**config.mk**
```make
export PLATFORM = sky130hd
export DESIGN_NAME = tmr16_timer
export DESIGN_NICKNAME = d
export VERILOG_FILES = /design/src/rtl/tmr16_pkg.sv /design/src/rtl/tmr16_tick_gen.sv /design/src/rtl/tmr16_count_core.sv /design/src/rtl/tmr16_mode_regs.sv /design/src/rtl/tmr16_timer.sv
export SDC_FILE = /design/constraint.sdc
export NUM_CORES = 1
export LEC_CHECK = 0
export CELL_PAD_IN_SITES_DETAIL_PLACEMENT = 2
export CELL_PAD_IN_SITES_GLOBAL_PLACEMENT = 2
export CORE_ASPECT_RATIO = 1.75
export CORE_MARGIN = 2
export CORE_UTILIZATION = 30
export DETAILED_ROUTE_END_ITERATION = 16
export GPL_TIMING_DRIVEN = 0
export PLACE_DENSITY_LB_ADDON = 0.1
export SYNTH_ARGS = -nofsm -noshare
export SYNTH_HDL_FRONTEND = slang
export SYNTH_SLANG_ARGS = --single-unit
```
**constraint.sdc**
```tcl
create_clock -name clk -period 3.3 [get_ports clk]
set_clock_uncertainty 0.1 [all_clocks]
set_input_delay 0.33 -clock clk [delete_from_list [all_inputs] [get_ports clk]]
set_output_delay 0.33 -clock clk [all_outputs]
set_load 0.02 [all_outputs]
```
**src/rtl/tmr16_pkg.sv**
```systemverilog
`timescale 1ns/1ps
package tmr16_pkg;

    localparam int REG_W  = 16;
    localparam int ADDR_W = 2;

    typedef enum logic [ADDR_W-1:0] {
        SEL_COUNT  = 2'd0,
        SEL_MODE   = 2'd1,
        SEL_TARGET = 2'd2,
        SEL_NONE   = 2'd3
    } reg_sel_e;

    // Mode word; bit positions are software visible.
    typedef struct packed {
        logic [2:0] zero_hi;     // 15:13 always zero
        logic       wrapped;     // 12 wrap seen (read clears)
        logic       tgt_hit;     // 11 target seen (read clears)
        logic       evt_seen;    // 10 any event seen
        logic       div8;        // 9 tick every eighth clock
        logic       ext_sel;     // 8 external tick source
        logic       spare7;      // 7 plain storage
        logic       rpt_irq;     // 6 repeating interrupt
        logic       irq_wrap;    // 5 interrupt on wrap
        logic       irq_tgt;     // 4 interrupt on target
        logic       clr_at_tgt;  // 3 restart at target
        logic [1:0] spare21;     // 2:1 plain storage
        logic       stop;        // 0 halt counting
    } mode_t;

    typedef struct packed {
        logic at_tgt;
        logic at_wrap;
    } evt_t;

    function automatic mode_t mode_from_bus(input logic [REG_W-1:0] d);
        mode_t m;
        m          = mode_t'(d);
        m.wrapped  = 1'b0;
        m.tgt_hit  = 1'b0;
        m.evt_seen = 1'b0;
        m.zero_hi  = '0;
        return m;
    endfunction

    function automatic mode_t mode_after_read(input mode_t m);
        mode_t r;
        r         = m;
        r.tgt_hit = 1'b0;
        r.wrapped = 1'b0;
        return r;
    endfunction

endpackage

```
**src/rtl/tmr16_tick_gen.sv**
```systemverilog
`timescale 1ns/1ps
module tmr16_tick_gen #(
    parameter int DIV_LOG2    = 3,
    parameter int SYNC_STAGES = 2
) (
    input  logic clk,
    input  logic rst,
    input  logic restart,
    input  logic stop,
    input  logic ext_sel,
    input  logic div8,
    input  logic ext_in,
    output logic tick
);

    logic [DIV_LOG2-1:0]  pre_q;
    logic [SYNC_STAGES:0] sync_q;
    logic                 ext_edge;
    logic                 int_tick;

    always_ff @(posedge clk) begin
        if (rst || restart) pre_q <= '0;
        else                pre_q <= pre_q + 1'b1;
    end

    always_ff @(posedge clk) begin
        if (rst) sync_q <= '0;
        else     sync_q <= {sync_q[SYNC_STAGES-1:0], ext_in};
    end

    assign ext_edge = sync_q[SYNC_STAGES-1] & ~sync_q[SYNC_STAGES];

    always_comb begin
        int_tick = div8 ? (pre_q == '1) : 1'b1;
        tick     = ~stop & (ext_sel ? ext_edge : int_tick);
    end

    AST_DIV8_SPACED: assert property (@(posedge clk) disable iff (rst)
        (div8 && !ext_sel && tick && !restart) |=> !tick);

    AST_EXT_SINGLE: assert property (@(posedge clk) disable iff (rst)
        (ext_sel && tick && !restart) |=> !tick);

endmodule

```
**src/rtl/tmr16_count_core.sv**
```systemverilog
`timescale 1ns/1ps
module tmr16_count_core
    import tmr16_pkg::*;
#(
    parameter int CNT_W = 16
) (
    input  logic             clk,
    input  logic             rst,
    input  logic             tick,
    input  logic             restart,
    input  logic             load,
    input  logic [CNT_W-1:0] load_val,
    input  logic             tgt_wr,
    input  logic [CNT_W-1:0] tgt_val,
    input  logic             clr_at_tgt,
    output logic [CNT_W-1:0] cnt_q,
    output logic [CNT_W-1:0] tgt_q,
    output evt_t             evt
);

    logic [CNT_W-1:0] cnt_inc;
    logic             adv;
    logic             reach;
    logic             top;

    always_comb begin
        cnt_inc     = cnt_q + 1'b1;
        adv         = tick & ~load & ~restart;
        reach       = (cnt_inc == tgt_q);
        top         = (cnt_q == '1);
        evt.at_tgt  = adv & reach;
        evt.at_wrap = adv & top;
    end

    always_ff @(posedge clk) begin
        if (rst)                       cnt_q <= '0;
        else if (restart)              cnt_q <= '0;
        else if (load)                 cnt_q <= load_val;
        else if (adv && reach && clr_at_tgt) cnt_q <= '0;
        else if (adv)                  cnt_q <= cnt_inc;
    end

    always_ff @(posedge clk) begin
        if (rst)         tgt_q <= '0;
        else if (tgt_wr) tgt_q <= tgt_val;
    end

    AST_RESTART_ZERO: assert property (@(posedge clk) disable iff (rst)
        restart |=> (cnt_q == '0));

    AST_IDLE_HOLD: assert property (@(posedge clk) disable iff (rst)
        (!tick && !load && !restart) |=> $stable(cnt_q));

    AST_TGT_CLEARS: assert property (@(posedge clk) disable iff (rst)
        (evt.at_tgt && clr_at_tgt) |=> (cnt_q == '0));

endmodule

```
**src/rtl/tmr16_mode_regs.sv**
```systemverilog
`timescale 1ns/1ps
module tmr16_mode_regs
    import tmr16_pkg::*;
(
    input  logic             clk,
    input  logic             rst,
    input  logic             mode_wr,
    input  logic             mode_rd,
    input  logic [REG_W-1:0] wdata,
    input  evt_t             evt,
    output mode_t            mode_q,
    output logic             irq_q
);

    mode_t mode_nxt;
    logic  armed_q;
    logic  want;
    logic  fire;

    always_comb begin
        mode_nxt = mode_rd ? mode_after_read(mode_q) : mode_q;
        if (evt.at_tgt) begin
            mode_nxt.tgt_hit  = 1'b1;
            mode_nxt.evt_seen = 1'b1;
        end
        if (evt.at_wrap) begin
            mode_nxt.wrapped  = 1'b1;
            mode_nxt.evt_seen = 1'b1;
        end
        want = (evt.at_tgt & mode_q.irq_tgt) | (evt.at_wrap & mode_q.irq_wrap);
        fire = want & (mode_q.rpt_irq | armed_q);
    end

    always_ff @(posedge clk) begin
        if (rst) begin
            mode_q  <= '0;
            armed_q <= 1'b1;
            irq_q   <= 1'b0;
        end else if (mode_wr) begin
            mode_q  <= mode_from_bus(wdata);
            armed_q <= 1'b1;
            irq_q   <= 1'b0;
        end else begin
            mode_q <= mode_nxt;
            irq_q  <= fire;
            if (fire) armed_q <= 1'b0;
        end
    end

    AST_HI_ZERO: assert property (@(posedge clk) disable iff (rst)
        mode_q.zero_hi == 3'b000);

    AST_IRQ_FLAGGED: assert property (@(posedge clk) disable iff (rst)
        irq_q |-> ((mode_q.tgt_hit || mode_q.wrapped) && mode_q.evt_seen));

    AST_ONE_SHOT: assert property (@(posedge clk) disable iff (rst)
        (irq_q && !mode_q.rpt_irq && !mode_wr) |=> !irq_q);

    AST_RD_CLEARS: assert property (@(posedge clk) disable iff (rst)
        (mode_rd && !mode_wr && !evt.at_tgt) |=> !mode_q.tgt_hit);

endmodule

```
**src/rtl/tmr16_timer.sv**
```systemverilog
`timescale 1ns/1ps
module tmr16_timer
    import tmr16_pkg::*;
#(
    parameter int CNT_W       = 16,
    parameter int DIV_LOG2    = 3,
    parameter int SYNC_STAGES = 2
) (
    input  logic              clk,
    input  logic              rst,
    input  logic [ADDR_W-1:0] reg_addr,
    input  logic              reg_wr,
    input  logic              reg_rd,
    input  logic [REG_W-1:0]  reg_wdata,
    output logic [REG_W-1:0]  reg_rdata,
    input  logic              ext_tick,
    output logic              irq
);

    reg_sel_e         sel;
    logic             wr_cnt, wr_mode, wr_tgt, rd_mode;
    logic             tick;
    mode_t            mode_q;
    evt_t             evt;
    logic [CNT_W-1:0] cnt_q;
    logic [CNT_W-1:0] tgt_q;

    always_comb begin
        sel     = reg_sel_e'(reg_addr);
        wr_cnt  = reg_wr & (sel == SEL_COUNT);
        wr_mode = reg_wr & (sel == SEL_MODE);
        wr_tgt  = reg_wr & (sel == SEL_TARGET);
        rd_mode = reg_rd & (sel == SEL_MODE);
    end

    tmr16_tick_gen #(
        .DIV_LOG2   (DIV_LOG2),
        .SYNC_STAGES(SYNC_STAGES)
    ) u_tick (
        .clk    (clk),
        .rst    (rst),
        .restart(wr_mode),
        .stop   (mode_q.stop),
        .ext_sel(mode_q.ext_sel),
        .div8   (mode_q.div8),
        .ext_in (ext_tick),
        .tick   (tick)
    );

    tmr16_count_core #(
        .CNT_W(CNT_W)
    ) u_core (
        .clk       (clk),
        .rst       (rst),
        .tick      (tick),
        .restart   (wr_mode),
        .load      (wr_cnt),
        .load_val  (reg_wdata[CNT_W-1:0]),
        .tgt_wr    (wr_tgt),
        .tgt_val   (reg_wdata[CNT_W-1:0]),
        .clr_at_tgt(mode_q.clr_at_tgt),
        .cnt_q     (cnt_q),
        .tgt_q     (tgt_q),
        .evt       (evt)
    );

    tmr16_mode_regs u_mode (
        .clk    (clk),
        .rst    (rst),
        .mode_wr(wr_mode),
        .mode_rd(rd_mode),
        .wdata  (reg_wdata),
        .evt    (evt),
        .mode_q (mode_q),
        .irq_q  (irq)
    );

    always_comb begin
        unique case (sel)
            SEL_COUNT:  reg_rdata = REG_W'(cnt_q);
            SEL_MODE:   reg_rdata = mode_q;
            SEL_TARGET: reg_rdata = REG_W'(tgt_q);
            default:    reg_rdata = '0;
        endcase
    end

endmodule

```
==> results of run 1 <==
==> state kept, by name (all words and copies together), names as in the netlist <==
signal	cells
u_core.cnt_q	16
u_core.tgt_q	16
u_mode.mode_q	13
u_tick.pre_q	3
u_tick.sync_q	3
u_mode.armed_q	1
u_mode.irq_q	1
==> routing by layer <==
metal	track usage	routed length [µm]
met1	0.2625	5606
met2	0.4631	7601
met3	0.03526	481
met4	0.1418	696
met5	0	0
==> critical path: stages <==
cell,delay (ns)
clkdlybuf4s50_1,0.49
clkbuf_2,0.29
nor2b_2,0.37
clkbuf_2,0.39
nand2_1,0.09
o21ai_0,0.11
clkdlybuf4s50_1,0.65
==> final cells by class <==
type	instances	area, µm²
multi-input combinational	342	2061
buffer	33	166.4
timing repair buffer	40	397.9
clock buffer	5	125.1
clock inverter	3	26.28
tap	130	162.7
inverter	14	52.55
sequential	53	1062
fill	1292	6706
==> cells in the final DEF, fill, tap and decap left out, drive strengths merged, types with 3 or more instances in the layout <==
cell           synthesis  routed
nand2                 84      84
a211oi                 3       3
a31oi                  4       4
dfxtp                 53      53
xor2                   7       7
nor2                  24      24
and3                   3       3
a21oi                 43      43
o2111ai                3       3
and2                   7       7
nand3                 19      19
nor4                   6       6
ha                     3       3
nor2b                 10      10
buf                   14      15
o22ai                  3       3
a32oi                  5       5
inv                   14      15
or2                    3       3
nand3b                 3       3
xnor2                  8       8
a22oi                  7       7
nor3                   6       6
nand2b                 6       6
mux2i                 17      17
o21ai                 27      27
and4                   5       5
nand4                  8       8
clkdlybuf4s50          0      38
clkbuf                19      24
==> where the power goes <==
| group | switching [mW] | internal, mW |
|---|---|---|
| Clock | 0.289 | 0.288 |
| Sequential | 0.0250 | 0.665 |
| Combinational | 0.183 | 0.116 |
==> worst max path at each step <==
stage                                                to  cells past startpoint
after floorplan           u_core.cnt_q[10]$_SDFFE_PP0P_                     11
after CTS                 u_core.cnt_q[15]$_SDFFE_PP0P_                     10
after detailed placement                   reg_rdata[9]                      7
after global routing                       reg_rdata[6]                      7
after global placement     u_core.cnt_q[5]$_SDFFE_PP0P_                      8
final                                      reg_rdata[9]                      7
==> cells by family after synthesis <==
logic type | after synthesis
compound gates | 113
xor+xnor | 15
simple gates | 191
fa+ha+maj | 4
mux | 19
flops | 53
buf+inv | 47
==> through the flow <==
| step | setup slack, ns | hold WS, ns | util |
|---|---|---|---|
| after floorplan | 0.6725 | 0.2992 | - |
| after global placement | -0.5556 | 0.3112 | 0.3591 |
| after detailed placement | -0.4441 | 0.3251 | 0.3601 |
| after CTS | 0.06622 | 0.3376 | 0.3749 |
| after global routing | 0.04229 | 0.3404 | 0.3767 |
| final | 0.1510 | 0.3336 | 0.3767 |
==> timing repair <==
item                                    4_1_cts  5_1_grt
hold buffers                                  0        0
setup buffers                                 0        1
pin swaps                                     0        1
gates resized for setup                       5        3
endpoints found under the setup margin       13       16
endpoints found under the hold margin         0        0
==> metrics.md, run 1 <==
| Metric | Value |
|---|---|
| Fin area | `4054 µm²` |
| Min-delay src | `u_tick.pre_q[0]$_SDFF_PP0_` |
| CTS tree | `built` |
| Hold EP | `u_tick.pre_q[0]$_SDFF_PP0_` |
| Max cap viols | `0` |
| Final setup viols | `0` |
| Routed len/inst | `23.20 µm` |
| Netlist cell types | `60` |
| Worst r2r dst | `u_core.cnt_q[10]$_SDFFE_PP0P_` |
| Main combinational cell family by area after synthesis | `simple AND/OR/NAND/NOR gates` |
| Vias per inst | `5.711` |
| Syn Area/Cell | `7.513 µm²` |
| Clock Pin Slew Worst Setup and Hold Paths | `0.08 ns` |
| CTS Buf Count | `5` |
| Die area | `11960 µm²` |
| Clk buf depth | `2` |
| Layout area overhead | `22.08%` |
| Ant diodes | `0` |
| Setup TNS | `0 ns` |
| Synthesized instance count | `442` |
| IO Pins | `40` |
| Clock H-tree levels | `2` |
| Critical Path Source | `reg_addr[1]` |
| Core ar. | `10760 µm²` |
| Max-slew violation count | `0` |
| Synth Area in XOR/XNOR | `0.03956` |
| Critical Path Source Type | `primary input` |
| RSZ-0062 raised after global routing | `false` |
| Mapped cell area | `3321 µm²` |
| Yosys reg bits | `53` |
| Vias in the first global route | `3972` |
| RePlAce Congestion | `0.8636` |
| Ys flop type | `dfxtp_1` |
| Fmax | `0.3176 GHz` |
| Reg2reg start | `u_core.cnt_q[1]$_SDFFE_PP0P_` |
| Final hold viol count | `0` |
| IR drop worst, VDD | `0.0002159 V` |
| Post-DRT Antenna Nets | `0` |
| Largest net degree at the start of global routing | `19` |
| Critical Path AT | `2.72 ns` |
| Post-Syn Nets | `468` |
| Max_slew headroom | `0.4095` |
| Worst Path Required | `2.87 ns` |
| Layout cells sized above 1 | `0.08980` |
| Crit Path Category | `primary input to primary output` |
| Chip height | `143.2 µm` |
| Row cnt | `50` |
| Top-area cell type share of the netlist area | `0.3195` |
| GRT overflow | `0` |
| Initial DRT Pass Iterations | `4` |
| Pwr Total | `1.567 mW` |
| Finished Layout Cells | `620` |
| Iteration-0 DRC Markers | `121` |
| Synth area leaders | `dfxtp_1 32%, nand2_1 9.5%, a21oi_1 6.3%` |
| WHS Path Cells | `1` |
| Final nets | `515` |
| # clock sinks | `53` |
| Ys Warns | `0` |
| Leakage | `1.469 nW` |
| Initial antenna violation count | `0` |
| Cell with the most instances after synthesis | `nand2_1` |
| Post-Synth Simple-Gate Area | `0.2901` |
| DP HPWL | `10.87 mm` |
| Post-Route WL | `14.39 mm` |
| Reg-to-reg setup timing slack | `0.23 ns` |
| Slew @ Worst Pin | `0.8857 ns` |
| Die Span X | `83.53 µm` |
| R2R depth | `11` |
| Post-synthesis compound-gate area fraction | `0.2136` |
| Initial core utilization | `0.3086` |
| Post-synth top cells | `84 x nand2_1, 53 x dfxtp_1, 42 x a21oi_1, 24 x nor2_1, 19 x o21ai_0` |
| Seq/Total Area, Yosys | `0.3195` |
| Adder-Cell Fraction of Synth Area | `0.01469` |
| Status | `complete, no violations` |
| First-pass GRT wire length | `22.31 mm` |
| Leading area contributor after synthesis | `dfxtp_1` |
| Asr flop ratio synth | `0` |
| Clk_lat worst skew | `0.31 ns` |
| Critical Path Fanout Max | `10` |
| Fraction of synthesized area in multiplexers | `0.05803` |
| DRC | `0` |
| Crit share post-route | `0.9542` |
| EDFF count, synth | `0` |
| # port buffers | `38` |
| Vias | `3541` |
| Fin crit period | `3.149 ns` |
| Hold Crit Class | `flop to flop` |
| Nature of the critical path endpoint | `primary output` |
| All-Layer GR Usage | `0.2477` |
| Placed insts | `611` |
| Clock Tree Root | `clkbuf_16` |
| Dpl cell area | `3875 µm²` |
| PD cells | `386.4 nW/µm²` |
Note: power is estimated with default switching activity, not from simulation.
==> inputs of run 2 (changes only) <==
CORE_ASPECT_RATIO = 1.4   (was 1.75)
==> run 2 against run 1 <==
- power grew 0.30%
- register-to-register slack about the same
- hold slack lost 0.011 ns
- non-clock buffer count unchanged
- fmax increased by 0.77%
- utilization about the same
- via count decreased by 1.3%
- clock power grew 0.7%
- count of clock-buffer cells in the layout is 1 higher
- global-route usage fell by 0.13 points
- critical path type unchanged
- largest power group unchanged
==> metrics.md, run 2 (synthesis gave the netlist of run 1 again) <==
| Metric | Value |
|---|---|
| CTS Buf Count | `5 (unchanged)` |
| Gate power share | `0.190 (about the same)` |
| Reg power frac | `0.439 (about the same)` |
| Slew @ Worst Pin | `0.8231 ns (-0.06259 ns)` |
| Register Area | `1064 µm² (+0.12%)` |
| # port buffers | `38 (unchanged)` |
| Biggest regs | `u_core.cnt_q (16), u_core.tgt_q (16), u_mode.mode_q (13)` |
| Crit Path Category | `primary input to primary output` |
| Worst path cell trace | `clkdlybuf4s50_1 > clkbuf_2 > nor2b_2 > clkbuf_2 > nand2_1 > o21ai_0 > clkdlybuf4s50_1` |
| Status | `complete, no violations` |
| Worst path max stage delay | `0.67 ns (+0.02 ns)` |
| Max cap viols | `0 (unchanged)` |
| All-Layer GR Usage | `0.2463 (-0.001333)` |
| Initial core utilization | `0.3072 (-0.001429)` |
| Critical Path Fanout Max | `10 (unchanged)` |
| Vias | `3496 (-1.3%)` |
| Fmax | `0.3200 GHz (+0.77%)` |
| Max_slew headroom | `0.4512 (+0.04172)` |
| Largest net degree at the start of global routing | `18 (-1)` |
| Sw power | `482.5 µW (-3.0%)` |
| RePlAce Congestion | `0.8921 (+3.3%)` |
| Core ar. | `10810 µm² (+0.47%)` |
| DP HPWL | `10.51 mm (-3.3%)` |
| Layout cells sized above 1 | `0.09184 (+0.002041)` |
| Chip height | `128.5 µm (-10%)` |
| Switching Fraction | `0.3071 (-0.01054)` |
| Cell Int Power | `1.089 mW (+1.8%)` |
| Final worst setup slack | `0.1751 ns (+0.02409 ns)` |
| # clock sinks | `53 (unchanged)` |
| Iteration-0 DRC Markers | `158 (+31%)` |
| Routed len/inst | `22.36 µm (-3.6%)` |
| Worst-path cell with the longest stage delay | `clkdlybuf4s50_1` |
| First-pass GRT wire length | `21.95 mm (-1.6%)` |
| Nature of the critical path endpoint | `primary output` |
| Post-cts hold buffer count | `0 (unchanged)` |
| Pre-CTS setup slack | `-0.4289 ns (+0.01528 ns)` |
| Setup TNS | `0 ns (unchanged)` |
| Die Span X | `92.92 µm (+11%)` |
| Clock power share | `0.371 (+0.002)` |
| Fin crit period | `3.125 ns (-0.02409 ns)` |
| IO Pins | `40 (unchanged)` |
| Max-slew violation count | `0 (unchanged)` |
| Multi-input logic area | `2059 µm² (about the same)` |
| Most frequent cells in the layout | `84 x nand2_1, 51 x dfxtp_1, 42 x a21oi_1` |
| GRT overflow | `0 (unchanged)` |
| Hold Crit Class | `flop to flop` |
| Final setup viols | `0 (unchanged)` |
| Worst Path Required | `2.87 ns (about the same)` |
| Commonest non-fill, non-tap cell in the layout | `nand2_1` |
| Clk_lat worst skew | `0.30 ns (about the same)` |
| DRC | `0 (unchanged)` |
| Clock Pin Slew Worst Setup and Hold Paths | `0.08 ns (about the same)` |
| Critical Path Source Type | `primary input` |
| Clk buf depth | `2 (unchanged)` |
| Clock H-tree levels | `2 (unchanged)` |
| Critical Path AT | `2.69 ns (-0.03 ns)` |
| Layout area overhead | `22.65%` |
| Leakage | `1.473 nW (+0.31%)` |
| IR drop worst, VDD | `0.0002210 V (+2.4%)` |
| Ant diodes | `0 (unchanged)` |
| RSZ-0062 raised after global routing | `false` |
| PD cells | `385.8 nW/µm² (-0.17%)` |
| CTS tree | `built` |
| Crit share post-route | `0.9469 (-0.007301)` |
| Final nets | `515 (unchanged)` |
| Die area | `11940 µm² (-0.18%)` |
| Post-DRT Antenna Nets | `0 (unchanged)` |
| Vias in the first global route | `3773 (-5.0%)` |
| Vias per inst | `5.540 (-3.0%)` |
| Row cnt | `45 (-10%)` |
| Initial DRT Pass Iterations | `4 (unchanged)` |
| Post-Route WL | `14.11 mm (-1.9%)` |
| Initial antenna violation count | `0 (unchanged)` |
| Final hold viol count | `0 (unchanged)` |
| Layout fillers | `1302 (+0.77%)` |
| Clock Tree Root | `clkbuf_16` |
==> run 2: timing repair <==
action,4_1_cts,5_1_grt
pin swaps,0,3
buffers inserted,0,1
resized for setup,4,5
endpoints found under the setup margin,13,20
==> run 2: cell type report <==
cell class | count | share of cell area
multi-input combinational | 342 | 0.5057
sequential | 53 | 0.2611
timing repair buffer | 40 | 0.09770
tap | 141 | 0.04332
buffer | 33 | 0.04086
clock buffer | 6 | 0.03410
inverter | 14 | 0.01290
clock inverter | 2 | 0.004301
==> run 2: final timing paths <==
check / from / to / slack [ns] / cells after the start
worst max-delay path: reg_addr[1] / reg_rdata[11] / 0.18 / 7
worst max register to register: u_core.cnt_q[0]$_SDFFE_PP0P_ / u_core.cnt_q[11]$_SDFFE_PP0P_ / 0.24 / 11
worst min-delay path: u_tick.pre_q[0]$_SDFF_PP0_ / u_tick.pre_q[0]$_SDFF_PP0_ / 0.32 / 1
worst min register to register: u_tick.pre_q[0]$_SDFF_PP0_ / u_tick.pre_q[0]$_SDFF_PP0_ / 0.32 / 1
==> run 2: per-stage QoR <==
stage                       util  hold WS, ns  power (mW)  std cells  cell area (µm²)
after global placement    0.3587       0.3112      0.9878        621             3877
after floorplan                -       0.2992      0.8681        442             3321
after global routing      0.3767       0.3422       1.637        631             4073
after detailed placement  0.3597       0.3179      0.9996        622             3889
final                     0.3767       0.3225       1.571        631             4073
after CTS                 0.3747       0.3291       1.583        630             4050
==> run 2: worst max-delay path: cells and delay by family <==
| family | cells | cell delay (ns) |
|---|---|---|
| buffers and inverters | 4 | 1.83 |
| AND/OR/NAND/NOR | 2 | 0.41 |
| AO/OA/AOI/OAI | 1 | 0.13 |
==> run 2: routing by layer <==
layer,global-route usage,part of all wire
met1,0.3023,0.44
met2,0.4480,0.53
met3,0.02342,0.012
met4,0.08304,0.024
met5,0,0
==> run 2: power by group through the flow <==
stage	Clock [mW]	Combinational (mW)	Sequential [mW]
floorplan	0	0.173	0.695
global placement	0	0.285	0.703
detailed placement	0	0.295	0.705
CTS	0.595	0.298	0.690
global route	0.615	0.327	0.694
finish	0.582	0.298	0.690
